File: src/rtl/tx_chain_pkg.sv
package tx_chain_pkg;

  typedef struct packed {
    logic done;
    logic ack;
  } tx_result_t;

  function automatic int gap_cycles(int gap_ns, int clk_mhz);
    return (gap_ns * clk_mhz + 999) / 1000;
  endfunction

endpackage

File: src/rtl/tx_cmd_queue.sv
module tx_cmd_queue #(
  parameter int PAGE_W      = 4,
  parameter int QUEUE_DEPTH = 2,
  localparam int CNT_W      = $clog2(QUEUE_DEPTH + 1)
) (
  input  logic              clk_i,
  input  logic              rst_ni,
  input  logic              push_i,
  input  logic [PAGE_W-1:0] push_page_i,
  input  logic              pop_i,
  output logic [PAGE_W-1:0] head_page_o,
  output logic              empty_o,
  output logic              ovf_o
);

  logic [PAGE_W-1:0] slot_q [QUEUE_DEPTH];
  logic [CNT_W-1:0]  count_q;
  logic              full;
  logic              push_ok;
  logic              pop_ok;
  logic [CNT_W-1:0]  wr_idx;

  assign full    = (count_q == CNT_W'(QUEUE_DEPTH));
  assign empty_o = (count_q == '0);
  assign push_ok = push_i && !full;
  assign pop_ok  = pop_i && !empty_o;
  assign wr_idx  = count_q - CNT_W'(pop_ok);
  assign head_page_o = slot_q[0];

  for (genvar i = 0; i < QUEUE_DEPTH; i++) begin : g_slot
    logic [PAGE_W-1:0] shifted;
    if (i + 1 < QUEUE_DEPTH) begin : g_mid
      assign shifted = pop_ok ? slot_q[i+1] : slot_q[i];
    end else begin : g_last
      assign shifted = pop_ok ? '0 : slot_q[i];
    end
    always_ff @(posedge clk_i or negedge rst_ni) begin
      if (!rst_ni)                              slot_q[i] <= '0;
      else if (push_ok && wr_idx == CNT_W'(i))  slot_q[i] <= push_page_i;
      else                                      slot_q[i] <= shifted;
    end
  end

  always_ff @(posedge clk_i or negedge rst_ni) begin
    if (!rst_ni) begin
      count_q <= '0;
      ovf_o   <= 1'b0;
    end else begin
      count_q <= count_q + CNT_W'(push_ok) - CNT_W'(pop_ok);
      if (push_i && full) ovf_o <= 1'b1;
    end
  end


  ovf_drop_chk: assert property (@(posedge clk_i) disable iff (!rst_ni)
    push_i && full && !pop_i |=> count_q == CNT_W'(QUEUE_DEPTH));


  ovf_sticky_chk: assert property (@(posedge clk_i) disable iff (!rst_ni)
    ovf_o |=> ovf_o);


  depth_bound_chk: assert property (@(posedge clk_i) disable iff (!rst_ni)
    count_q <= CNT_W'(QUEUE_DEPTH));

endmodule

File: src/rtl/tx_status_buf.sv
module tx_status_buf
  import tx_chain_pkg::*;
(
  input  logic clk_i,
  input  logic rst_ni,
  input  logic cpl_i,
  input  logic cpl_ack_i,
  input  logic clr_i,
  output logic done_o,
  output logic ack_o,
  output logic full_o
);

  tx_result_t vis_q, pend_q, vis_d, pend_d, vis_clr;
  logic       pend_vld_q, pend_vld_d;

  always_comb begin
    vis_clr    = clr_i ? (pend_vld_q ? pend_q : '0) : vis_q;
    pend_vld_d = clr_i ? 1'b0 : pend_vld_q;
    pend_d     = pend_q;
    vis_d      = vis_clr;
    if (cpl_i) begin
      if (!vis_clr.done) begin
        vis_d = '{done: 1'b1, ack: cpl_ack_i};
      end else begin
        pend_d     = '{done: 1'b1, ack: cpl_ack_i};
        pend_vld_d = 1'b1;
      end
    end
  end

  always_ff @(posedge clk_i or negedge rst_ni) begin
    if (!rst_ni) begin
      vis_q      <= '0;
      pend_q     <= '0;
      pend_vld_q <= 1'b0;
    end else begin
      vis_q      <= vis_d;
      pend_q     <= pend_d;
      pend_vld_q <= pend_vld_d;
    end
  end

  assign done_o = vis_q.done;
  assign ack_o  = vis_q.ack;
  assign full_o = pend_vld_q;


  done_hold_chk: assert property (@(posedge clk_i) disable iff (!rst_ni)
    done_o && !clr_i |=> done_o);


  pend_hold_chk: assert property (@(posedge clk_i) disable iff (!rst_ni)
    pend_vld_q && !clr_i |=> pend_vld_q && done_o);


  ack_only_chk: assert property (@(posedge clk_i) disable iff (!rst_ni)
    !done_o |-> !ack_o);

endmodule

File: src/rtl/tx_irq_gap.sv
module tx_irq_gap #(
  parameter int GAP_CYC = 10,
  localparam int GAP_W  = $clog2(GAP_CYC + 1)
) (
  input  logic clk_i,
  input  logic rst_ni,
  input  logic done_i,
  input  logic en_i,
  input  logic clr_i,
  output logic irq_o
);

  logic [GAP_W-1:0] gap_q;

  always_ff @(posedge clk_i or negedge rst_ni) begin
    if (!rst_ni)               gap_q <= '0;
    else if (clr_i && done_i)  gap_q <= GAP_W'(GAP_CYC);
    else if (gap_q != '0)      gap_q <= gap_q - 1'b1;
  end

  assign irq_o = done_i && en_i && (gap_q == '0);


  gap_start_chk: assert property (@(posedge clk_i) disable iff (!rst_ni)
    clr_i && done_i |=> !irq_o);


  irq_hold_chk: assert property (@(posedge clk_i) disable iff (!rst_ni)
    irq_o && !clr_i && en_i |=> irq_o);

endmodule

File: src/rtl/tx_chain_ctrl.sv
module tx_chain_ctrl
  import tx_chain_pkg::*;
#(
  parameter int PAGE_W      = 4,
  parameter int QUEUE_DEPTH = 2,
  parameter int CLK_MHZ     = 50,
  parameter int GAP_NS      = 200,
  localparam int GAP_CYC    = gap_cycles(GAP_NS, CLK_MHZ)
) (
  input  logic              clk_i,
  input  logic              rst_ni,
  input  logic              en_tx_i,
  input  logic [PAGE_W-1:0] en_page_i,
  input  logic              dis_tx_i,
  input  logic              clr_tx_irq_i,
  input  logic              tx_irq_en_i,
  input  logic              token_i,
  input  logic              tx_done_i,
  input  logic              tx_ack_i,
  output logic              tx_start_o,
  output logic [PAGE_W-1:0] tx_page_o,
  output logic              tx_abort_o,
  output logic              sts_done_o,
  output logic              sts_ack_o,
  output logic              cmd_ovf_o,
  output logic              irq_o
);

  logic              active_q;
  logic [PAGE_W-1:0] head_page;
  logic              q_empty;
  logic              sts_full;
  logic              pop, cpl, abort, can_start;

  assign abort     = dis_tx_i && active_q;
  assign cpl       = tx_done_i && active_q && !dis_tx_i;
  assign pop       = cpl || (dis_tx_i && !q_empty);
  assign can_start = token_i && !active_q && !q_empty && !sts_full && !dis_tx_i;

  tx_cmd_queue #(
    .PAGE_W      (PAGE_W),
    .QUEUE_DEPTH (QUEUE_DEPTH)
  ) u_queue (
    .clk_i       (clk_i),
    .rst_ni      (rst_ni),
    .push_i      (en_tx_i),
    .push_page_i (en_page_i),
    .pop_i       (pop),
    .head_page_o (head_page),
    .empty_o     (q_empty),
    .ovf_o       (cmd_ovf_o)
  );

  tx_status_buf u_status (
    .clk_i     (clk_i),
    .rst_ni    (rst_ni),
    .cpl_i     (cpl),
    .cpl_ack_i (tx_ack_i),
    .clr_i     (clr_tx_irq_i),
    .done_o    (sts_done_o),
    .ack_o     (sts_ack_o),
    .full_o    (sts_full)
  );

  tx_irq_gap #(
    .GAP_CYC (GAP_CYC)
  ) u_irq (
    .clk_i  (clk_i),
    .rst_ni (rst_ni),
    .done_i (sts_done_o),
    .en_i   (tx_irq_en_i),
    .clr_i  (clr_tx_irq_i),
    .irq_o  (irq_o)
  );

  always_ff @(posedge clk_i or negedge rst_ni) begin
    if (!rst_ni) begin
      active_q   <= 1'b0;
      tx_start_o <= 1'b0;
      tx_page_o  <= '0;
      tx_abort_o <= 1'b0;
    end else begin
      tx_start_o <= can_start;
      tx_abort_o <= abort;
      if (can_start) tx_page_o <= head_page;
      if (abort || cpl)   active_q <= 1'b0;
      else if (can_start) active_q <= 1'b1;
    end
  end


  start_token_chk: assert property (@(posedge clk_i) disable iff (!rst_ni)
    tx_start_o |-> $past(token_i));


  busy_no_start_chk: assert property (@(posedge clk_i) disable iff (!rst_ni)
    active_q && !abort && !cpl |=> !tx_start_o);


  hold_off_chk: assert property (@(posedge clk_i) disable iff (!rst_ni)
    sts_full && !clr_tx_irq_i |=> !tx_start_o);


  abort_no_status_chk: assert property (@(posedge clk_i) disable iff (!rst_ni)
    abort && !sts_done_o && !clr_tx_irq_i |=> !sts_done_o);

endmodule

File: config.mk
export PLATFORM = sky130hd
export DESIGN_NAME = tx_chain_ctrl
export DESIGN_NICKNAME = d
export VERILOG_FILES = /design/src/rtl/tx_chain_pkg.sv /design/src/rtl/tx_cmd_queue.sv /design/src/rtl/tx_status_buf.sv /design/src/rtl/tx_irq_gap.sv /design/src/rtl/tx_chain_ctrl.sv
export SDC_FILE = /design/constraint.sdc
export NUM_CORES = 1
export LEC_CHECK = 0
export CORE_ASPECT_RATIO = 1.2
export CORE_MARGIN = 10
export CORE_UTILIZATION = 51
export CTS_CLUSTER_SIZE = 8
export DETAILED_ROUTE_END_ITERATION = 12
export PLACE_DENSITY = 0.77
export SLEW_MARGIN = 0
export SYNTH_ARGS = -nofsm -noshare
export SYNTH_HDL_FRONTEND = slang
export SYNTH_HIERARCHICAL = 1
export SYNTH_SLANG_ARGS = --single-unit
export TNS_END_PERCENT = 20
File: constraint.sdc
create_clock -name clk_i -period 2.4 [get_ports clk_i]
set_input_delay 0.48 -clock clk_i [delete_from_list [all_inputs] [get_ports clk_i]]
set_output_delay 0.48 -clock clk_i [all_outputs]
set_load 0.005 [all_outputs]
==> results of run 1 <==
## cell type report
| cell class | count | area [sq um] | share of cell area [%] |
|---|---|---|---|
| Clock buffer | 4 | 26.3 | 1.56 |
| Tap cell | 33 | 41.3 | 2.45 |
| Multi-Input combinational cell | 67 | 606 | 36.0 |
| Inverter | 14 | 52.6 | 3.12 |
| Timing Repair Buffer | 30 | 283 | 16.8 |
| Sequential cell | 27 | 676 | 40.1 |
## cells by family after synthesis
family	after synthesis	synth area share, %
xor gates and xnor gates	2	1.30
and+or+nand+nor	24	11.2
muxes	20	16.9
buffers and inverters	16	5.57
DFF	27	50.1
adders and majority gates	4	3.71
AOI/OAI and AO/OA	17	11.1
## stage by stage
stage	total power, mW	instances	util, %	setup slack [ns]	hold WS, ns
5_1_grt	1.83	175	66.6	0.149	0.508
4_1_cts	1.71	175	66.5	0.0108	0.480
3_5_place_dp	1.47	168	64.3	-0.0753	0.443
2_1_floorplan	1.25	110	-	0.421	0.184
3_3_place_gp	1.42	168	64.3	0.0294	0.443
6_report	1.69	175	66.6	0.249	0.474
## state kept, by name (all words and copies together), names as in the netlist
| register | cells |
|---|---|
| tx_start_o | 1 |
| u_status/pend_q | 2 |
| u_queue/slot_q | 4 |
| active_q | 1 |
| u_status/done_o | 1 |
| u_status/full_o | 1 |
| tx_page_o | 4 |
| u_queue/head_page_o | 4 |
| u_irq/gap_q | 4 |
| tx_abort_o | 1 |
| u_queue/ovf_o | 1 |
| u_status/ack_o | 1 |
| u_queue/count_q | 2 |
## critical path, cell delays in order
cell             delay (ns)
clkdlybuf4s50_1        0.48
inv_1                  0.05
and3_1                 0.15
o21bai_1               0.20
o21ai_4                0.08
inv_1                  0.07
ha_1                   0.19
nor2_1                 0.26
o211a_4                0.24
mux2i_1                0.19
## power by group
group / internal, mW / switching (mW) / leakage, nW
Combinational: 0.447 / 0.317 / 0.489
Sequential: 0.605 / 0.130 / 0.345
Clock: 0.0649 / 0.130 / 0.0150
## worst min-delay path by stage
stage                                              start                              to  slack, ns  cells after the start
after global placement    u_status/pend_q[1]$_DFFE_PN0P_  u_status/pend_q[1]$_DFFE_PN0P_       0.44                      1
final                     u_status/pend_q[1]$_DFFE_PN0P_  u_status/pend_q[1]$_DFFE_PN0P_       0.47                      1
after detailed placement  u_status/pend_q[1]$_DFFE_PN0P_  u_status/pend_q[1]$_DFFE_PN0P_       0.44                      1
after floorplan                                   rst_ni            active_q$_DFFE_PN0P_       0.18                      0
after CTS                 u_status/pend_q[1]$_DFFE_PN0P_  u_status/pend_q[1]$_DFFE_PN0P_       0.48                      1
after global routing           u_queue/ovf_o$_DFFE_PN0P_       u_queue/ovf_o$_DFFE_PN0P_       0.51                      1
## metal layers
layer  routed length, microns  part of all wire [%]
met5                        0                     0
met4                       12                  0.48
met3                      119                   4.8
met2                     1360                    54
met1                     1010                    40
## placed cells by master (no fill, tap or decap), types with 2 or more instances in the layout
cell type,count
clkbuf_4,3
nand2_1,4
mux2_1,2
dfrtp_1,27
nor2b_1,2
inv_1,14
o21ai_0,3
and3_1,2
mux2_4,5
ha_1,3
buf_4,8
o21ai_4,2
clkdlybuf4s50_1,21
mux2i_1,13
xnor2_1,2
nand2b_1,2
a21oi_1,2
nor2_1,3
a21boi_0,2
## timing repair
action	in CTS	in global routing
endpoints found under the setup margin	1	1
gates resized for setup	2	1
setup buffers	3	0
hold endpoints to repair	0	0
==> flow_metrics.py, run 1 <==
metrics = {
    "setup_path": {
        "worstPathMaxFanout": 4,
        "r2r_end": "u_queue/slot_q[3]$_DFFE_PN0P_",
        "cp-start-kind": "input port",
        "crit_end": "u_queue/head_page_o[1]$_DFFE_PN0P_",
        "startpoint": "dis_tx_i",
        "worstSetupEndpointType": "register",
        "worstSetupPathType": "in2reg",
        "reg2regPathDepth": 8,
        "crit_arrival_ns": 2.40,
        "rrSetupSlack_ns": 0.47,
        "timing.rr.start": "u_queue/count_q[1]$_DFF_PN0_",
        "worst-endpoint-required_ns": 2.65,
    },
    "routing": {
        "drc": 0,
        "wirelength_mm": 2.49,
        "route.detailed.wl_per_inst_microns": 14.3,
        "detail-route-antenna-nets": 0,
        "dr.pass1.iters": 4,
        "vias": 938,
        "viasPerCell": 5.36,
        "drt-initial-drc-count": 38,
    },
    "power_and_ir_drop": {
        "peakVddDrop_mv": 0.532,
        "powerDensity_nw_per_um2": 1010,
        "p_leak_nw": 0.849,
    },
    "finish": {
        "drive_gt1_share_pct": 19.0,
        "final_cell_area_sq_um": 1680,
        "nets": 160,
        "num-fill-cells": 199,
        "n_antenna_cell": 0,
        "area_growth_pct": 25.0,
    },
    "synth": {
        "yosys-top-cells-count": "dfrtp_1, inv_1, mux2i_1",
        "async_flop_share_pct": 100,
        "postSynthAreaPerCell_sq_um": 12.3,
        "ys_seq_area_share_pct": 50.1,
        "synth-edff-count": 0,
        "ys_warn_count": 6,
        "ys_types": 35,
        "synth_seq_cells": 27,
        "ys_top_cells_by_area": "dfrtp_1, mux2i_1, mux2_4",
        "yosysMostFrequentCell": "dfrtp_1",
        "yosysTopAreaCellShare_pct": 50.1,
        "synth_top_area_cell": "dfrtp_1",
        "synthFlopType": "dfrtp_1",
        "synth_fp_nets": 127,
        "synthCells": 110,
        "syn_area_sq_um": 1350,
    },
    "sta": {
        "fmax_mhz": 465,
        "slew_viol_final": 0,
        "tns_ns": 0,
        "finalCritPeriodShare_pct": 89.6,
        "skew_ns": 0.000729,
        "hold_viol": 0,
        "rsz0062_at_grt": "false",
        "post-route-min-period_ns": 2.15,
        "worstMarginPinSlew_ns": 0.346,
        "slew_headroom_pct": 76.9,
        "setup_viol": 0,
    },
    "clock_network": {
        "holdBufCountCts": 0,
        "clock_latency_ns": 0.31,
        "root_buffer": "clkbuf_4",
        "cts_tree": "done",
        "numCtsBuffers": 3,
        "cts-htree-levels": 1,
        "cts.path.max_buffers": 2,
        "clock-sinks": 27,
        "clk_pin_slew_ns": 0.14,
    },
    "hold_path": {
        "hp-class": "reg2reg",
    },
    "job": {
        "maxCapViolCount": 0,
    },
    "global_routing": {
        "grtUsageMet1_pct": 11.6,
        "gr-usage-met2_pct": 18.2,
        "grt_util_all_layers_pct": 10.6,
        "grt_max_degree": 28,
        "antenna_found_initial": 0,
        "grt_pass1_wl_mm": 4.42,
        "grt.busiest_layer": "met2",
        "grt-ovfl-total": 0,
        "grt_pass1_vias": 1035,
        "grtUsageMet3_pct": 2.65,
    },
    "floorplan": {
        "start_util_pct": 53.3,
        "die_w_microns": 66.9,
        "rows": 20,
        "dieArea_sq_um": 5110,
        "ios": 23,
        "die_h_microns": 76.3,
        "core_sq_um": 2530,
    },
    "placement": {
        "io_buffers": 22,
        "gp_congestion": 0.706,
        "dp_hpwl_mm": 1.93,
        "place_area_sq_um": 1620,
    },
    "outcome": {
        "status": "finished clean",
    },
}
No activity file was read; power rests on OpenSTA's default activity.
==> run 2: changes to the inputs <==
- CORE_MARGIN: 10 -> not set
==> run 2 against run 1 <==
  * Power up 1.0%
  * Critical path depth unchanged
  * Sequential power hardly changed
  * Via count is 2.2% lower
  * Setup slack better by 0.050 ns
  * Clock-buffer cell count shrank 1
  * Non-clock buffer count increased by 2
==> flow_metrics.py, run 2 (synthesized netlist as in run 1, its figures left out) <==
metrics = {
    "power_and_ir_drop": {
        "power_mw": 1.71,
        "peakVddDrop_mv": 0.537,
        "p_leak_nw": 0.862,
        "powerDensity_nw_per_um2": 1010,
    },
    "sta": {
        "skew_ns": 0.00618,
        "worstMarginPinSlew_ns": 0.344,
        "fmax_mhz": 476,
        "hold_viol": 0,
        "slew_viol_final": 0,
        "finalCritPeriodShare_pct": 87.6,
        "finalWorstSetupSlack_ns": 0.299,
        "setup_viol": 0,
        "slew_headroom_pct": 77.0,
        "post-route-min-period_ns": 2.10,
        "rsz0062_at_grt": "false",
    },
    "setup_path": {
        "rrSetupSlack_ns": 0.50,
        "worst-endpoint-required_ns": 2.66,
        "crit_arrival_ns": 2.36,
        "r2r_end": "u_queue/head_page_o[3]$_DFFE_PN0P_",
        "cp-start-kind": "input port",
        "startpoint": "dis_tx_i",
        "timing.rr.start": "u_queue/count_q[1]$_DFF_PN0_",
        "worstSetupPathType": "in2reg",
        "crit_end": "u_queue/head_page_o[3]$_DFFE_PN0P_",
        "worstSetupEndpointType": "register",
        "reg2regPathDepth": 8,
        "worstPathMaxFanout": 4,
    },
    "clock_network": {
        "numCtsBuffers": 3,
        "clk_pin_slew_ns": 0.15,
        "cts-htree-levels": 1,
        "clock_latency_ns": 0.32,
        "cts_tree": "done",
        "clock-sinks": 27,
        "cts.path.max_buffers": 2,
        "root_buffer": "clkbuf_4",
    },
    "placement": {
        "place_area_sq_um": 1620,
        "gp_congestion": 0.791,
        "io_buffers": 22,
        "place_ws_ns": -0.0452,
        "dp_hpwl_mm": 1.70,
    },
    "job": {
        "maxCapViolCount": 0,
    },
    "hold_path": {
        "hp-class": "reg2reg",
    },
    "finish": {
        "n_antenna_cell": 0,
        "drive_gt1_share_pct": 20.8,
        "final_common_cell": "dfrtp_1",
        "area_growth_pct": 26.2,
        "utilization_pct": 67.3,
        "final_cell_mix": "dfrtp_1, clkdlybuf4s50_1, inv_1",
        "final_cell_area_sq_um": 1700,
        "nets": 162,
    },
    "global_routing": {
        "grt_pass1_vias": 945,
        "grt_max_degree": 28,
        "grt_util_all_layers_pct": 19.2,
        "antenna_found_initial": 0,
        "grtUsageMet1_pct": 22.8,
        "grtUsageMet3_pct": 2.58,
        "grt-ovfl-total": 0,
        "gr-usage-met2_pct": 34.9,
        "grt.busiest_layer": "met2",
        "grt_pass1_wl_mm": 4.20,
    },
    "floorplan": {
        "die_w_microns": 48.9,
        "rows": 20,
        "dieArea_sq_um": 2850,
        "core_sq_um": 2530,
        "start_util_pct": 53.3,
        "die_h_microns": 58.3,
        "ios": 23,
    },
    "routing": {
        "dr.pass1.iters": 4,
        "viasPerCell": 5.18,
        "detail-route-antenna-nets": 0,
        "wirelength_mm": 2.34,
        "route.detailed.wl_per_inst_microns": 13.2,
        "drc": 0,
        "vias": 917,
        "drt-initial-drc-count": 17,
    },
    "outcome": {
        "status": "finished clean",
    },
}
-- run 2: cell count changes in the layout (fill, tap and decap cells not counted) --
cell	change
clkinv_2	+1
buf_4	+2
clkbuf_1	-1
-- run 2: cell type report --
type                    instances  area [sq um]
repair buffers                 32           298
clock inverters                 1          5.00
flip-flops and latches         27           676
clock buffers                   3          22.5
multi-input cells              67           606
well taps                      33          41.3
inverters                      14          52.6
fillers                       205           827
-- run 2: worst min-delay path by stage --
stage | from | end | slack [ns] | cells past startpoint
after floorplan | rst_ni | active_q$_DFFE_PN0P_ | 0.18 | 0
after global placement | u_status/pend_q[1]$_DFFE_PN0P_ | u_status/pend_q[1]$_DFFE_PN0P_ | 0.44 | 1
after detailed placement | u_status/pend_q[1]$_DFFE_PN0P_ | u_status/pend_q[1]$_DFFE_PN0P_ | 0.44 | 1
after CTS | u_status/pend_q[1]$_DFFE_PN0P_ | u_status/pend_q[1]$_DFFE_PN0P_ | 0.48 | 1
after global routing | u_status/pend_q[1]$_DFFE_PN0P_ | u_status/pend_q[1]$_DFFE_PN0P_ | 0.51 | 1
final | u_status/pend_q[1]$_DFFE_PN0P_ | u_status/pend_q[1]$_DFFE_PN0P_ | 0.47 | 1
-- run 2: power by group --
group,internal (mW),switching [mW],total [mW]
registers,0.605,0.130,0.735
logic,0.463,0.319,0.783
clock network,0.0624,0.132,0.194
-- run 2: worst max-delay path, stage by stage --
cell and delay [ns]:
clkdlybuf4s50_1 0.47, inv_1 0.05, and3_1 0.16, o21bai_1 0.19, o21ai_4 0.07, inv_1 0.08
ha_1 0.19, nor2_1 0.24, o211a_4 0.24, mux2i_1 0.19
-- run 2: timing repair --
item / 4_1_cts / 5_1_grt
buffers inserted: 3 / 2
hold endpoints to repair: 0 / 0
pin swaps: 0 / 1
gates resized for setup: 1 / 2
hold buffers: 0 / 0
setup endpoints to repair: 1 / 1
gates cloned: 0 / 0
-- run 2: per-layer routing --
layer	wire, microns	vias to the layer above
met3	59	4
met1	1020	454
met5	0	-
met2	1220	17
li1	-	442
met4	34	0
-- run 2: per-stage QoR --
stage               instances  TNS, ns  hold slack (ns)
detailed placement        168   -0.198            0.444
finish                    177        0            0.470
floorplan                 110        0            0.184
CTS                       175        0            0.476
global route              177        0            0.509
global placement          168        0            0.442
==> run 3: changes to the inputs <==
- HOLD_SLACK_MARGIN: not set -> 0.05
==> results of run 3 <==
Same layout as run 2: the final DEF is identical, and so are final timing and power.
